## src/rtl/icd_pkg.sv

```systemverilog
`timescale 1ns/1ps
package icd_pkg;

    typedef enum logic [1:0] {
        ST_IDLE = 2'd0,
        ST_RUN  = 2'd1,
        ST_DONE = 2'd2
    } run_state_e;

    typedef enum logic [1:0] {
        SEL_ENTRY  = 2'd0,
        SEL_INIT   = 2'd1,
        SEL_COUNT  = 2'd2,
        SEL_DIVIDE = 2'd3
    } reg_sel_e;

    localparam int ENTRY_MASK_BIT     = 16;
    localparam int ENTRY_PERIODIC_BIT = 17;

    // shift = (code + 1) mod 8; a 3-bit add wraps naturally
    function automatic logic [2:0] div_shift(input logic [2:0] code);
        return code + 3'd1;
    endfunction

endpackage

```

## src/rtl/icd_prescaler.sv

```systemverilog
`timescale 1ns/1ps
module icd_prescaler #(
    parameter int SHIFT_W = 3
) (
    input  logic               clk_i,
    input  logic               rst_ni,
    input  logic               tick_i,
    input  logic               restart_i,
    input  logic [SHIFT_W-1:0] shift_i,
    output logic               step_o
);
    localparam int PRE_W = (1 << SHIFT_W) - 1;

    logic [PRE_W-1:0] pre_q;
    logic [PRE_W-1:0] lim;

    for (genvar i = 0; i < PRE_W; i++) begin : g_lim
        assign lim[i] = (SHIFT_W'(i) < shift_i);
    end

    assign step_o = tick_i && !restart_i && ((pre_q & lim) == lim);

    always_ff @(posedge clk_i) begin
        if (!rst_ni || restart_i) begin
            pre_q <= '0;
        end else if (tick_i) begin
            pre_q <= pre_q + PRE_W'(1);
        end
    end


    pre_hold_chk: assert property (@(posedge clk_i) disable iff (!rst_ni)
        (!restart_i && !tick_i) |=> $stable(pre_q));

endmodule

```

## src/rtl/icd_counter_fsm.sv

```systemverilog
`timescale 1ns/1ps
module icd_counter_fsm import icd_pkg::*; #(
    parameter int CNT_W = 32,
    parameter int VEC_W = 8
) (
    input  logic             clk_i,
    input  logic             rst_ni,
    input  logic             step_i,
    input  logic             load_i,
    input  logic [CNT_W-1:0] load_val_i,
    input  logic [CNT_W-1:0] init_i,
    input  logic             periodic_i,
    input  logic             mask_i,
    input  logic [VEC_W-1:0] vec_i,
    output logic [CNT_W-1:0] count_o,
    output logic             fire_o,
    output logic [VEC_W-1:0] vec_o
);
    run_state_e       state_q, state_d;
    logic [CNT_W-1:0] count_q, count_d;
    logic             fire_q, fire_d;
    logic [VEC_W-1:0] vec_q;

    always_comb begin
        state_d = state_q;
        count_d = count_q;
        fire_d  = 1'b0;
        if (load_i) begin
            state_d = ST_RUN;
            count_d = load_val_i;
        end else begin
            unique case (state_q)
                ST_IDLE: ;
                ST_RUN: begin
                    if (step_i) begin
                        if (count_q != '0) begin
                            count_d = count_q - CNT_W'(1);
                        end else if (periodic_i) begin
                            if (init_i != '0) begin
                                count_d = init_i;
                                fire_d  = !mask_i;
                            end
                        end else begin
                            fire_d  = !mask_i;
                            state_d = ST_DONE;
                        end
                    end
                end
                ST_DONE: begin
                    if (periodic_i) state_d = ST_RUN;
                end
                default: state_d = ST_IDLE;
            endcase
        end
    end

    always_ff @(posedge clk_i) begin
        if (!rst_ni) state_q <= ST_IDLE;
        else         state_q <= state_d;
    end

    always_ff @(posedge clk_i) begin
        if (!rst_ni) begin
            count_q <= '0;
            fire_q  <= 1'b0;
            vec_q   <= '0;
        end else begin
            count_q <= count_d;
            fire_q  <= fire_d;
            if (fire_d) vec_q <= vec_i;
        end
    end

    assign count_o = count_q;
    assign fire_o  = fire_q;
    assign vec_o   = vec_q;


    load_chk: assert property (@(posedge clk_i) disable iff (!rst_ni)
        load_i |=> count_q == $past(load_val_i));


    count_sat_chk: assert property (@(posedge clk_i) disable iff (!rst_ni)
        (!load_i && count_q == '0 && !periodic_i) |=> count_q == '0);


    count_step_chk: assert property (@(posedge clk_i) disable iff (!rst_ni)
        (!load_i && count_q != '0) |=>
        (count_q == $past(count_q)) || (count_q == $past(count_q) - CNT_W'(1)));


    zero_period_chk: assert property (@(posedge clk_i) disable iff (!rst_ni)
        (periodic_i && init_i == '0 && !load_i) |=> !fire_q);

endmodule

```

## src/rtl/irq_countdown_timer.sv

```systemverilog
`timescale 1ns/1ps
module irq_countdown_timer import icd_pkg::*; #(
    parameter int DATA_W  = 32,
    parameter int CNT_W   = 32,
    parameter int VEC_W   = 8,
    parameter int SHIFT_W = 3
) (
    input  logic              clk,
    input  logic              rst_n,
    input  logic              tick,
    input  logic              wr_en,
    input  logic [1:0]        wr_sel,
    input  logic [DATA_W-1:0] wr_data,
    input  logic [1:0]        rd_sel,
    output logic [DATA_W-1:0] rd_data,
    output logic              irq_strobe,
    output logic [VEC_W-1:0]  irq_vector
);
    logic [VEC_W-1:0]   vec_q;
    logic               mask_q;
    logic               periodic_q;
    logic [CNT_W-1:0]   init_q;
    logic [SHIFT_W-1:0] code_q;
    logic [CNT_W-1:0]   count;
    logic               step;

    wire entry_wr = wr_en && (wr_sel == SEL_ENTRY);
    wire init_wr  = wr_en && (wr_sel == SEL_INIT);
    wire div_wr   = wr_en && (wr_sel == SEL_DIVIDE);

    always_ff @(posedge clk) begin
        if (!rst_n) begin
            vec_q      <= '0;
            mask_q     <= 1'b1;
            periodic_q <= 1'b0;
            init_q     <= '0;
            code_q     <= '0;
        end else begin
            if (entry_wr) begin
                vec_q      <= wr_data[VEC_W-1:0];
                mask_q     <= wr_data[ENTRY_MASK_BIT];
                periodic_q <= wr_data[ENTRY_PERIODIC_BIT];
            end
            if (init_wr) init_q <= wr_data[CNT_W-1:0];
            if (div_wr)  code_q <= {wr_data[3], wr_data[1:0]};
        end
    end

    icd_prescaler #(.SHIFT_W(SHIFT_W)) u_prescaler (
        .clk_i     (clk),
        .rst_ni    (rst_n),
        .tick_i    (tick),
        .restart_i (init_wr),
        .shift_i   (div_shift(code_q)),
        .step_o    (step)
    );

    icd_counter_fsm #(.CNT_W(CNT_W), .VEC_W(VEC_W)) u_fsm (
        .clk_i      (clk),
        .rst_ni     (rst_n),
        .step_i     (step),
        .load_i     (init_wr),
        .load_val_i (wr_data[CNT_W-1:0]),
        .init_i     (init_q),
        .periodic_i (periodic_q),
        .mask_i     (mask_q),
        .vec_i      (vec_q),
        .count_o    (count),
        .fire_o     (irq_strobe),
        .vec_o      (irq_vector)
    );

    always_ff @(posedge clk) begin
        if (!rst_n) begin
            rd_data <= '0;
        end else begin
            rd_data <= '0;
            unique case (reg_sel_e'(rd_sel))
                SEL_ENTRY: begin
                    rd_data[VEC_W-1:0]         <= vec_q;
                    rd_data[ENTRY_MASK_BIT]     <= mask_q;
                    rd_data[ENTRY_PERIODIC_BIT] <= periodic_q;
                end
                SEL_INIT:   rd_data[CNT_W-1:0] <= init_q;
                SEL_COUNT:  rd_data[CNT_W-1:0] <= count;
                SEL_DIVIDE: begin
                    rd_data[3]   <= code_q[2];
                    rd_data[1:0] <= code_q[1:0];
                end
                default: ;
            endcase
        end
    end


    mask_quiet_chk: assert property (@(posedge clk) disable iff (!rst_n)
        irq_strobe |-> !$past(mask_q));


    strb_single_chk: assert property (@(posedge clk) disable iff (!rst_n)
        irq_strobe |=> !irq_strobe);

endmodule

```

## config.mk

```make
export PLATFORM = sky130hd
export DESIGN_NAME = irq_countdown_timer
export DESIGN_NICKNAME = d
export VERILOG_FILES = /design/src/rtl/icd_pkg.sv /design/src/rtl/icd_prescaler.sv /design/src/rtl/icd_counter_fsm.sv /design/src/rtl/irq_countdown_timer.sv
export SDC_FILE = /design/constraint.sdc
export NUM_CORES = 1
export LEC_CHECK = 0
export ABC_AREA = 1
export BUFFER_PORTS_ARGS = -buffer_cell sky130_fd_sc_hd__buf_2
export CELL_PAD_IN_SITES_DETAIL_PLACEMENT = 0
export CELL_PAD_IN_SITES_GLOBAL_PLACEMENT = 1
export CORE_MARGIN = 2
export CORE_UTILIZATION = 44
export DETAILED_ROUTE_END_ITERATION = 12
export PLACE_DENSITY = 0.92
export SLEW_MARGIN = 10
export SYNTH_ARGS = -nofsm -noshare
export SYNTH_HDL_FRONTEND = slang
export SYNTH_SLANG_ARGS = --single-unit
```

## constraint.sdc

```tcl
create_clock -name clk -period 4.27 [get_ports clk]
set_input_delay 0.854 -clock clk [delete_from_list [all_inputs] [get_ports clk]]
set_output_delay 0.854 -clock clk [all_outputs]
set_load 0.01 [all_outputs]
```

==> results.sh, run 1 <==
export IMPL_wirelength_microns=19100
export IMPL_drive_above_1_share=0.128
export IMPL_yosys_area_top_type="dfxtp_1"
export IMPL_hold_viol_final=0
export IMPL_power_density_nw_per_um2=504
export IMPL_power_switching_w=0.00137
export IMPL_hold_path_class="flop to flop"
export IMPL_tns_ps=0
export IMPL_coreArea_sq_um=14500
export IMPL_cts_tree="yes"
export IMPL_antenna_cells=0
export IMPL_maxCapViolCount=0
export IMPL_tightest_slew_ps=1000
export IMPL_cp_start_kind="primary input"
export IMPL_htreeDepth=4
export IMPL_vdd_drop_max_v=0.000329
export IMPL_p_seq_frac=0.327
export IMPL_pwr_share_comb=0.295
export IMPL_synth_top_area_share=0.387
export IMPL_syn_inst=1034
export IMPL_clock_latency_ps=420
export IMPL_synth_nets=1084
export IMPL_drt_initial_drc_count=536
export IMPL_setup_viol=0
export IMPL_final_common_cell="nand2_1"
export IMPL_status="finished clean"
export IMPL_fin_ws_ps=1410
export IMPL_clk_pin_slew_worst_paths_ps=60
export IMPL_die_area_sq_um=15900
export IMPL_cts_made_buffers=17
export IMPL_antenna_found_initial=0
export IMPL_cts_sinks=127
export IMPL_initial_utilization=0.452
export IMPL_root_buffer="clkbuf_16"
export IMPL_grt_max_degree=48
export IMPL_place_ws_ps=1040
export IMPL_ant_nets=0
export IMPL_grt_pass1_vias=6303
export IMPL_maxSlewViolCount=0
export IMPL_pin_count=81
export IMPL_netlist_area_sq_um=6570
export IMPL_synth_area_per_cell_sq_um=6.35
export IMPL_hpwl_microns=13600
export IMPL_die_width_microns=126
export IMPL_track_usage=0.247
export IMPL_yosysWarnings=0
export IMPL_io_buffers=80
export IMPL_period_needed_ps=2860
export IMPL_ys_seq_area_frac=0.387
export IMPL_dieHeight_microns=126
export IMPL_synth_area_leaders="dfxtp_1 39%, nand2_1 19%, nor2_1 9.4%"
export IMPL_rsz0062_at_grt="false"
export IMPL_worst_clock_skew_ps=8.77
export IMPL_ys_seq_elements=127
export IMPL_cts_hold_buf=0
export IMPL_nets=1155
export IMPL_switching_share=0.353
export IMPL_overflow=0
export IMPL_cts_setup_buffers=0
export IMPL_max_freq_ghz=0.349
export IMPL_slew_headroom=0.329
export IMPL_fin_crit_sh=0.671
export IMPL_clockBufferDepth=2
export IMPL_drc=0
export IMPL_cp_arrival_ps=3220
export IMPL_p_clk_frac=0.378
export IMPL_post_cts_resized=0
export IMPL_wl_per_cell_microns=14.7
export IMPL_synthToLayoutAreaGrowth_pct=17.0
export IMPL_firstDrtPassIters=5
export IMPL_synth_cell_type_count=37
export IMPL_vias_per_cell=5.13
export IMPL_crit_path_end_kind="flop"
export IMPL_crit_required_ps=4630
export IMPL_num_vias=6676
export IMPL_layout_common_cells="338 x nand2_1, 164 x nor2_1, 127 x dfxtp_1"
export IMPL_cp_max_fo=39
export IMPL_grt_pass1_wl_microns=31700
export IMPL_rows=44
export IMPL_place_congestion=0.950
export IMPL_final_fill_count=1554
export IMPL_p_int_w=0.00251
export IMPL_criticalPathCategory="primary input to flop"
export IMPL_p_leak_nw=3.71
## layout make-up
cell class	count	area [sq um]	area share
inverters	100	375	0.0488
multi-input cells	770	3470	0.452
repair buffers	89	468	0.0609
flip-flops and latches	127	2540	0.331
clock inverters	13	168	0.0218
well taps	184	230	0.0300
clock buffers	18	429	0.0558
## synth_stat cells
cell type,count
o21ai_0,51
clkinv_1,2
xor2_1,6
nor2_4,4
a31oi_1,5
nand3b_1,1
nand4_2,1
nand2_1,338
buf_2,10
and2_0,1
inv_2,2
ha_1,10
nand3_2,3
nor3b_1,1
buf_6,1
a211oi_1,1
o21bai_1,1
xnor2_1,3
clkbuf_1,22
nand3_1,68
buf_8,1
nand4_1,3
nor2_2,9
nor4_1,1
inv_1,96
nor2_1,164
o221ai_1,6
buf_1,1
nor3_1,4
dfxtp_1,127
buf_4,2
nand2_2,5
o22ai_1,19
a21oi_1,61
o21a_1,1
o21ai_1,2
o211ai_1,1
## metal layers
metal	GRT usage	routed length [microns]	vias to the layer above
met4	0.109	557	0
met2	0.390	8650	187
met3	0.0476	801	42
li1	-	-	3420
met5	0	0	-
met1	0.329	9090	3027
## cells by family (layout without fill, tap and decap cells)
kind of cell | after synthesis | after routing | synth area share
simple gates | 603 | 603 | 0.375
compound gates | 148 | 148 | 0.122
buf+inv | 137 | 220 | 0.0842
flops | 127 | 127 | 0.387
fa+ha+maj | 10 | 10 | 0.0190
xor+xnor | 9 | 9 | 0.0120
## power groups by stage
stage	Clock, W	Combinational (W)	Sequential, W
floorplan	0	0.000848	0.00128
global placement	0	0.00112	0.00129
detailed placement	0	0.00112	0.00129
CTS	0.00149	0.00113	0.00127
global route	0.00154	0.00131	0.00127
finish	0.00147	0.00114	0.00127
## path summary, 6_finish.rpt
kind	from	end	slack, ps	depth (start not counted)
worst max-delay path	wr_sel[0]	u_fsm.count_o[25]	1410	13
worst min-delay path	init_q[31]	rd_data[31]	450	2
worst max register to register	code_q[0]	u_fsm.count_o[25]	1760	12
worst min register to register	init_q[31]	rd_data[31]	450	2
## worst max-delay path, stage by stage
cell	delay, ps
buf_2	110
inv_1	40
nor2_1	30
nand2_1	90
buf_4	390
nand3_1	120
nor2_1	110
nand2_1	130
nand2_1	130
nand3_2	680
nand2_1	280
nand2_1	90
nor2_1	120
## flip-flops by register name, summed over array words and instances (netlist names), 2 cells and up
register,flops
code_q,3
init_q,32
rd_data,32
u_fsm.count_o,32
u_fsm.state_q,2
u_fsm.vec_o,8
u_prescaler.pre_q,7
vec_q,8
## through the flow
stage           util  cell area (sq um)  hold slack [ps]  total power, W  instances
2_1_floorplan      -               6570              432         0.00213       1034
3_3_place_gp   0.488               7090              447         0.00241       1270
3_5_place_dp   0.488               7090              449         0.00241       1270
4_1_cts        0.529               7690              454         0.00388       1301
5_1_grt        0.529               7690              474         0.00412       1301
6_report       0.529               7690              455         0.00388       1301
No activity file was read; power rests on OpenSTA's default activity.
==> run 2, diff against run 1 <==
Settings changed: CORE_UTILIZATION 44 to 41, PLACE_DENSITY 0.92 to 0.87.
Clock period 4.27 ns to 2.68 ns, I/O delays scaled along.
==> run 2 against run 1 <==
Against the previous run: flip-flop and latch count is the same; count of clock-buffer cells in the layout is 1 lower; critical path depth decreased by 4; clock skew up 0.74 ps; utilization shrank 3.6 points; first-iteration DRC count is 21% lower; setup slack got worse by 830 ps; via count about the same; sequential share of layout area decreased by 0.38 points; largest cell class unchanged.
==> results.sh, run 2 (synthesized netlist as in run 1, its figures left out) <==
export IMPL_final_fill_count=1707
export IMPL_fin_cells=1345
export IMPL_r2r_end="u_fsm.vec_o[6]"
export IMPL_worst_clock_skew_ps=9.50
export IMPL_final_common_cell="nand2_1"
export IMPL_grt_pass1_wl_microns=31100
export IMPL_wl_per_cell_microns=14.5
export IMPL_vdd_drop_max_v=0.000615
export IMPL_die_width_microns=131
export IMPL_io_buffers=80
export IMPL_maxCapViolCount=0
export IMPL_maxSlewViolCount=0
export IMPL_cts_tree="yes"
export IMPL_initial_utilization=0.417
export IMPL_htreeDepth=4
export IMPL_cp_start_kind="flop"
export IMPL_cts_sinks=127
export IMPL_hpwl_microns=14100
export IMPL_period_needed_ps=2100
export IMPL_slowest_delay_ps=360
export IMPL_cp_max_fo=10
export IMPL_seq_area_sq_um=2540
export IMPL_coreArea_sq_um=15800
export IMPL_crit_path_cell_trace="nor2_1 -> nand2_1 -> nor2_2 -> nand2_1 -> nor2_4 -> nand3_2 -> inv_1 -> nor2_1 -> nor2_1"
export IMPL_nets=1166
export IMPL_clock_latency_ps=430
export IMPL_drt_initial_drc_count=426
export IMPL_synthToLayoutAreaGrowth_pct=18.4
export IMPL_cts_hold_buf=0
export IMPL_cp_slowest_cell="nor2_4"
export IMPL_max_freq_ghz=0.476
export IMPL_crit_required_ps=3050
export IMPL_place_congestion=0.936
export IMPL_r2r_cells=9
export IMPL_reg2reg_from="u_fsm.count_o[22]"
export IMPL_grt_max_degree=48
export IMPL_min_delay_start="wr_data[6]"
export IMPL_cp_common_cell="nor2_1"
export IMPL_power_density_nw_per_um2=784
export IMPL_cts_setup_buffers=0
export IMPL_layout_common_cells="338 x nand2_1, 164 x nor2_1, 127 x dfxtp_1"
export IMPL_r2r_setup_slack_ps=580
export IMPL_num_vias=6673
export IMPL_drive_above_1_share=0.138
export IMPL_ant_nets=0
export IMPL_clk_pin_slew_worst_paths_ps=60
export IMPL_dieHeight_microns=131
export IMPL_crit_buf_inv=1
export IMPL_tightest_slew_ps=566
export IMPL_antenna_found_initial=0
export IMPL_track_usage=0.235
export IMPL_overflow=0
export IMPL_drc=0
export IMPL_rsz0062_at_grt="false"
export IMPL_rows=46
export IMPL_firstDrtPassIters=6
export IMPL_post_cts_resized=0
export IMPL_p_leak_nw=3.76
export IMPL_fin_crit_sh=0.784
export IMPL_hold_path_class="primary input to flop"
export IMPL_cts_made_buffers=17
export IMPL_setup_viol=0
export IMPL_place_inst=1313
export IMPL_pin_count=81
export IMPL_vias_per_cell=4.96
export IMPL_wirelength_microns=19500
export IMPL_crit_path_end_kind="flop"
export IMPL_antenna_cells=0
export IMPL_cpLargestDelayFamily="simple AND/OR/NAND/NOR gates"
export IMPL_die_area_sq_um=17000
export IMPL_hold_viol_final=0
export IMPL_root_buffer="clkbuf_16"
export IMPL_tns_ps=0
export IMPL_multi_input_area_sq_um=3470
export IMPL_clockBufferDepth=2
export IMPL_grt_pass1_vias=6295
export IMPL_slew_headroom=0.621
export IMPL_status="finished clean"
export IMPL_criticalPathCategory="flop to flop"
export IMPL_min_path_cells=3
export IMPL_min_to="vec_q[6]"
export IMPL_cp_arrival_ps=2470
[run 2: layout make-up]
class,count,share of cell area
clock buffers,17,0.0547
well taps,216,0.0348
clock inverters,15,0.0177
flip-flops and latches,127,0.327
inverters,100,0.0483
multi-input cells,770,0.447
repair buffers,100,0.0708
[run 2: worst register-to-register path, delay by kind of cell, from the launching register on]
kind	cells	cell delay, ps
flops	1	350
buf+inv	1	250
simple gates	8	1450
[run 2: how the worst max path moves through the flow]
stage / startpoint / endpoint / slack, ps / depth (start not counted)
5_1_grt: code_q[0] / u_fsm.count_o[16] / 350 / 14
3_3_place_gp: wr_sel[0] / u_fsm.vec_o[0] / 570 / 11
2_1_floorplan: wr_sel[0] / u_fsm.count_o[29] / 960 / 13
6_report: u_fsm.count_o[22] / u_fsm.vec_o[6] / 580 / 9
4_1_cts: u_fsm.count_o[22] / u_fsm.vec_o[4] / 580 / 9
3_5_place_dp: wr_sel[0] / u_fsm.vec_o[4] / 520 / 11
[run 2: metrics by stage]
| step | hold slack (ps) | cell area [sq um] | setup WS, ps | power, W | utilization |
|---|---|---|---|---|---|
| final | 366 | 7770 | 580 | 0.00610 | 0.493 |
| after detailed placement | 447 | 7210 | 516 | 0.00389 | 0.457 |
| after floorplan | 432 | 6570 | 957 | 0.00339 | - |
| after global placement | 444 | 7210 | 565 | 0.00388 | 0.457 |
| after CTS | 349 | 7770 | 583 | 0.00611 | 0.493 |
| after global routing | 372 | 7770 | 345 | 0.00647 | 0.493 |
[run 2: routing by layer]
| metal | up-vias | GRT usage | share of wire |
|---|---|---|---|
| li1 | 3452 | - | - |
| met1 | 3015 | 0.302 | 0.46 |
| met2 | 178 | 0.397 | 0.46 |
| met3 | 28 | 0.0395 | 0.050 |
| met4 | 0 | 0.0889 | 0.023 |
| met5 | - | 0 | 0 |
[run 2: report_power, final]
| group | internal (W) | total [W] | switching [W] | leakage (nW) |
|---|---|---|---|---|
| combinational | 0.000604 | 0.00187 | 0.00126 | 2.46 |
| clock | 0.00128 | 0.00221 | 0.000929 | 0.271 |
| sequential | 0.00195 | 0.00202 | 0.0000613 | 1.03 |
==> run 3, diff against run 2 <==
Settings changed: ABC_AREA 1 to 0, CORE_UTILIZATION 41 to 39, PLACE_DENSITY 0.87 to 0.84.
Clock period 2.68 ns to 1.8 ns, I/O delays scaled along.
==> run 3 against run 2 <==
Against the previous run: the run now ends with setup timing left; first-iteration DRC count up 54%; critical path depth up 1; area after synthesis down 10%; count of clock-buffer cells in the layout up 4; utilization up 11 points; clock skew about the same; worst hold slack worse by 200 ps; non-clock buffer count up 149; maximum frequency down 13%; clock power up 57%; final cell count down 15%; largest power group unchanged.
==> results.sh, run 3 <==
export IMPL_synthToLayoutAreaGrowth_pct=50.8
export IMPL_synth_cell_type_count=61
export IMPL_ant_nets=0
export IMPL_synth_xor_area_frac=0.0193
export IMPL_r2r_end="u_fsm.count_o[31]"
export IMPL_drive_above_1_share=0.399
export IMPL_rows=44
export IMPL_drt_initial_drc_count=658
export IMPL_pin_count=81
export IMPL_grt_pass1_wl_microns=33400
export IMPL_wirelength_microns=21000
export IMPL_root_buffer="clkbuf_16"
export IMPL_place_congestion=0.937
export IMPL_maxCapViolCount=0
export IMPL_hold_viol_final=0
export IMPL_nets=993
export IMPL_cts_made_buffers=17
export IMPL_firstDrtPassIters=6
export IMPL_multi_input_area_sq_um=3630
export IMPL_cp_max_fo=8
export IMPL_synth_edf_count=0
export IMPL_synthAdderAreaFrac=0.0212
export IMPL_cpLargestDelayFamily="simple AND/OR/NAND/NOR gates"
export IMPL_hpwl_microns=14100
export IMPL_busiest_layer="met2"
export IMPL_place_inst=1084
export IMPL_power_density_nw_per_um2=913
export IMPL_syn_inst=725
export IMPL_slowest_delay_ps=470
export IMPL_min_delay_start="wr_data[19]"
export IMPL_fin_crit_sh=1.34
export IMPL_initial_utilization=0.403
export IMPL_synth_ff_type="dfxtp_1"
export IMPL_crit_buf_inv=4
export IMPL_setup_viol=43
export IMPL_cts_tree="yes"
export IMPL_seq_area_sq_um=2560
export IMPL_vias_per_cell=5.75
export IMPL_synth_mux_area_frac=0.0410
export IMPL_crit_required_ps=2120
export IMPL_ys_async_sr_fraction=0
export IMPL_num_vias=6551
export IMPL_yosysMostFrequentCell="dfxtp_1"
export IMPL_ys_seq_elements=127
export IMPL_synth_common_cells="127 x dfxtp_1, 108 x nand2_1, 98 x nor2_1"
export IMPL_reg2reg_from="u_fsm.count_o[11]"
export IMPL_clock_latency_ps=430
export IMPL_slew_headroom=0.692
export IMPL_wl_per_cell_microns=18.4
export IMPL_coreArea_sq_um=14600
export IMPL_r2r_setup_slack_ps=-600
export IMPL_grt_pass1_vias=6535
export IMPL_antenna_found_initial=0
export IMPL_fin_ws_ps=-605
export IMPL_grt_max_degree=42
export IMPL_synth_area_leaders="dfxtp_1 43%, nand2_1 6.9%, nor2_1 6.2%"
export IMPL_fin_cells=1140
export IMPL_violations="setup timing"
export IMPL_cts_sinks=127
export IMPL_synth_nets=775
export IMPL_grt_use_met3=0.0519
export IMPL_max_freq_ghz=0.416
export IMPL_final_common_cell="buf_4"
export IMPL_overflow=0
export IMPL_r2r_cells=10
export IMPL_synth_compound_area_frac=0.211
export IMPL_status="finished with violations"
export IMPL_hold_path_class="primary input to flop"
export IMPL_ys_seq_area_frac=0.431
export IMPL_synth_top_area_share=0.431
export IMPL_vdd_drop_max_v=0.000724
export IMPL_crit_path_cell_trace="nor4_4 -> nand3_2 -> or3_4 -> buf_6 -> o211ai_4 -> buf_6 -> buf_12 -> nand2_4 -> buf_12 -> o211a_1"
export IMPL_min_to="init_q[19]"
export IMPL_io_buffers=80
export IMPL_grtUsageMet1=0.331
export IMPL_layout_common_cells="139 x buf_4, 116 x dfxtp_1, 102 x nand2_1"
export IMPL_cp_slowest_cell="or3_4"
export IMPL_antenna_cells=0
export IMPL_synth_top_family_by_area="simple AND/OR/NAND/NOR gates"
export IMPL_netlist_area_sq_um=5900
export IMPL_criticalPathCategory="flop to flop"
export IMPL_clk_pin_slew_worst_paths_ps=60
export IMPL_synth_area_per_cell_sq_um=8.13
export IMPL_die_area_sq_um=16100
export IMPL_rsz0062_at_grt="true"
export IMPL_cp_start_kind="flop"
export IMPL_yosys_area_top_type="dfxtp_1"
export IMPL_grtUsageMet2=0.438
export IMPL_crit_path_end_kind="flop"
export IMPL_synth_simple_area_share=0.232
export IMPL_fin_util=0.607
export IMPL_place_ws_ps=-737
export IMPL_tightest_slew_ps=461
export IMPL_worst_clock_skew_ps=9.73
export IMPL_htreeDepth=4
export IMPL_min_path_cells=3
export IMPL_final_fill_count=1227
export IMPL_track_usage=0.261
export IMPL_drc=0
export IMPL_cp_arrival_ps=2730
export IMPL_clockBufferDepth=2
export IMPL_yosysWarnings=0
export IMPL_maxSlewViolCount=0
export IMPL_period_needed_ps=2400
export IMPL_die_width_microns=127
export IMPL_dieHeight_microns=127
export IMPL_p_leak_nw=3.76
[run 3: worst max path at each step]
stage                     cells past startpoint                 to               from  slack [ps]
after floorplan                               9     u_fsm.vec_o[7]  u_fsm.count_o[24]        -590
after global placement                        9   u_fsm.count_o[6]          code_q[0]        -610
after detailed placement                      9   u_fsm.count_o[6]          code_q[0]        -740
after CTS                                     9     u_fsm.vec_o[0]  u_fsm.count_o[12]        -530
after global routing                         12  u_fsm.count_o[31]   u_fsm.count_o[0]        -660
final                                        10  u_fsm.count_o[31]  u_fsm.count_o[11]        -600
[run 3: metal layers]
layer | vias up | share of wire
met3 | 52 | 0.072
met2 | 290 | 0.48
met1 | 3162 | 0.42
met4 | 0 | 0.026
li1 | 3047 | -
met5 | - | 0
[run 3: cell families (layout without fill, tap and decap cells)]
| kind of cell | count (synthesis) | in the layout |
|---|---|---|
| AOI/OAI and AO/OA | 195 | 196 |
| xor gates and xnor gates | 13 | 13 |
| adders and majority gates | 10 | 10 |
| buffers and inverters | 62 | 292 |
| DFF | 127 | 127 |
| and+or+nand+nor | 294 | 294 |
| muxes | 24 | 24 |
[run 3: power breakdown]
part / switching [W] / total (W) / internal (W)
logic: 0.000929 / 0.00167 / 0.000744
clock network: 0.00132 / 0.00348 / 0.00215
registers: 0.0000683 / 0.00297 / 0.00290
[run 3: worst reg2reg max path, delay by kind of cell, from the launching register on]
family | cells | cell delay, ps
buf+inv | 4 | 560
flops | 1 | 330
compound gates | 2 | 400
simple gates | 4 | 1000
[run 3: stage by stage]
stage	power (W)	hold WS, ps	setup TNS [ps]	instance area (sq um)
final	0.00812	163	-19800	8890
after global routing	0.00840	184	-23180	8890
after CTS	0.00803	160	-16870	8680
after detailed placement	0.00437	488	-21980	7460
after global placement	0.00434	475	-18770	7460
after floorplan	0.00374	453	-17330	5940
[run 3: what timing repair did]
action | in CTS | in global routing
pin swaps | 49 | 33
hold buffers | 0 | 0
endpoints found under the setup margin | 43 | 43
resized for setup | 109 | 50
cloned | 3 | 0
buffers inserted | 21 | 7
[run 3: cell type report]
type | count | area share
multi-input combinational | 537 | 0.409
sequential | 127 | 0.287
timing repair buffer | 249 | 0.206
clock buffer | 21 | 0.0529
tap | 184 | 0.0259
clock inverter | 11 | 0.0151
inverter | 11 | 0.00464
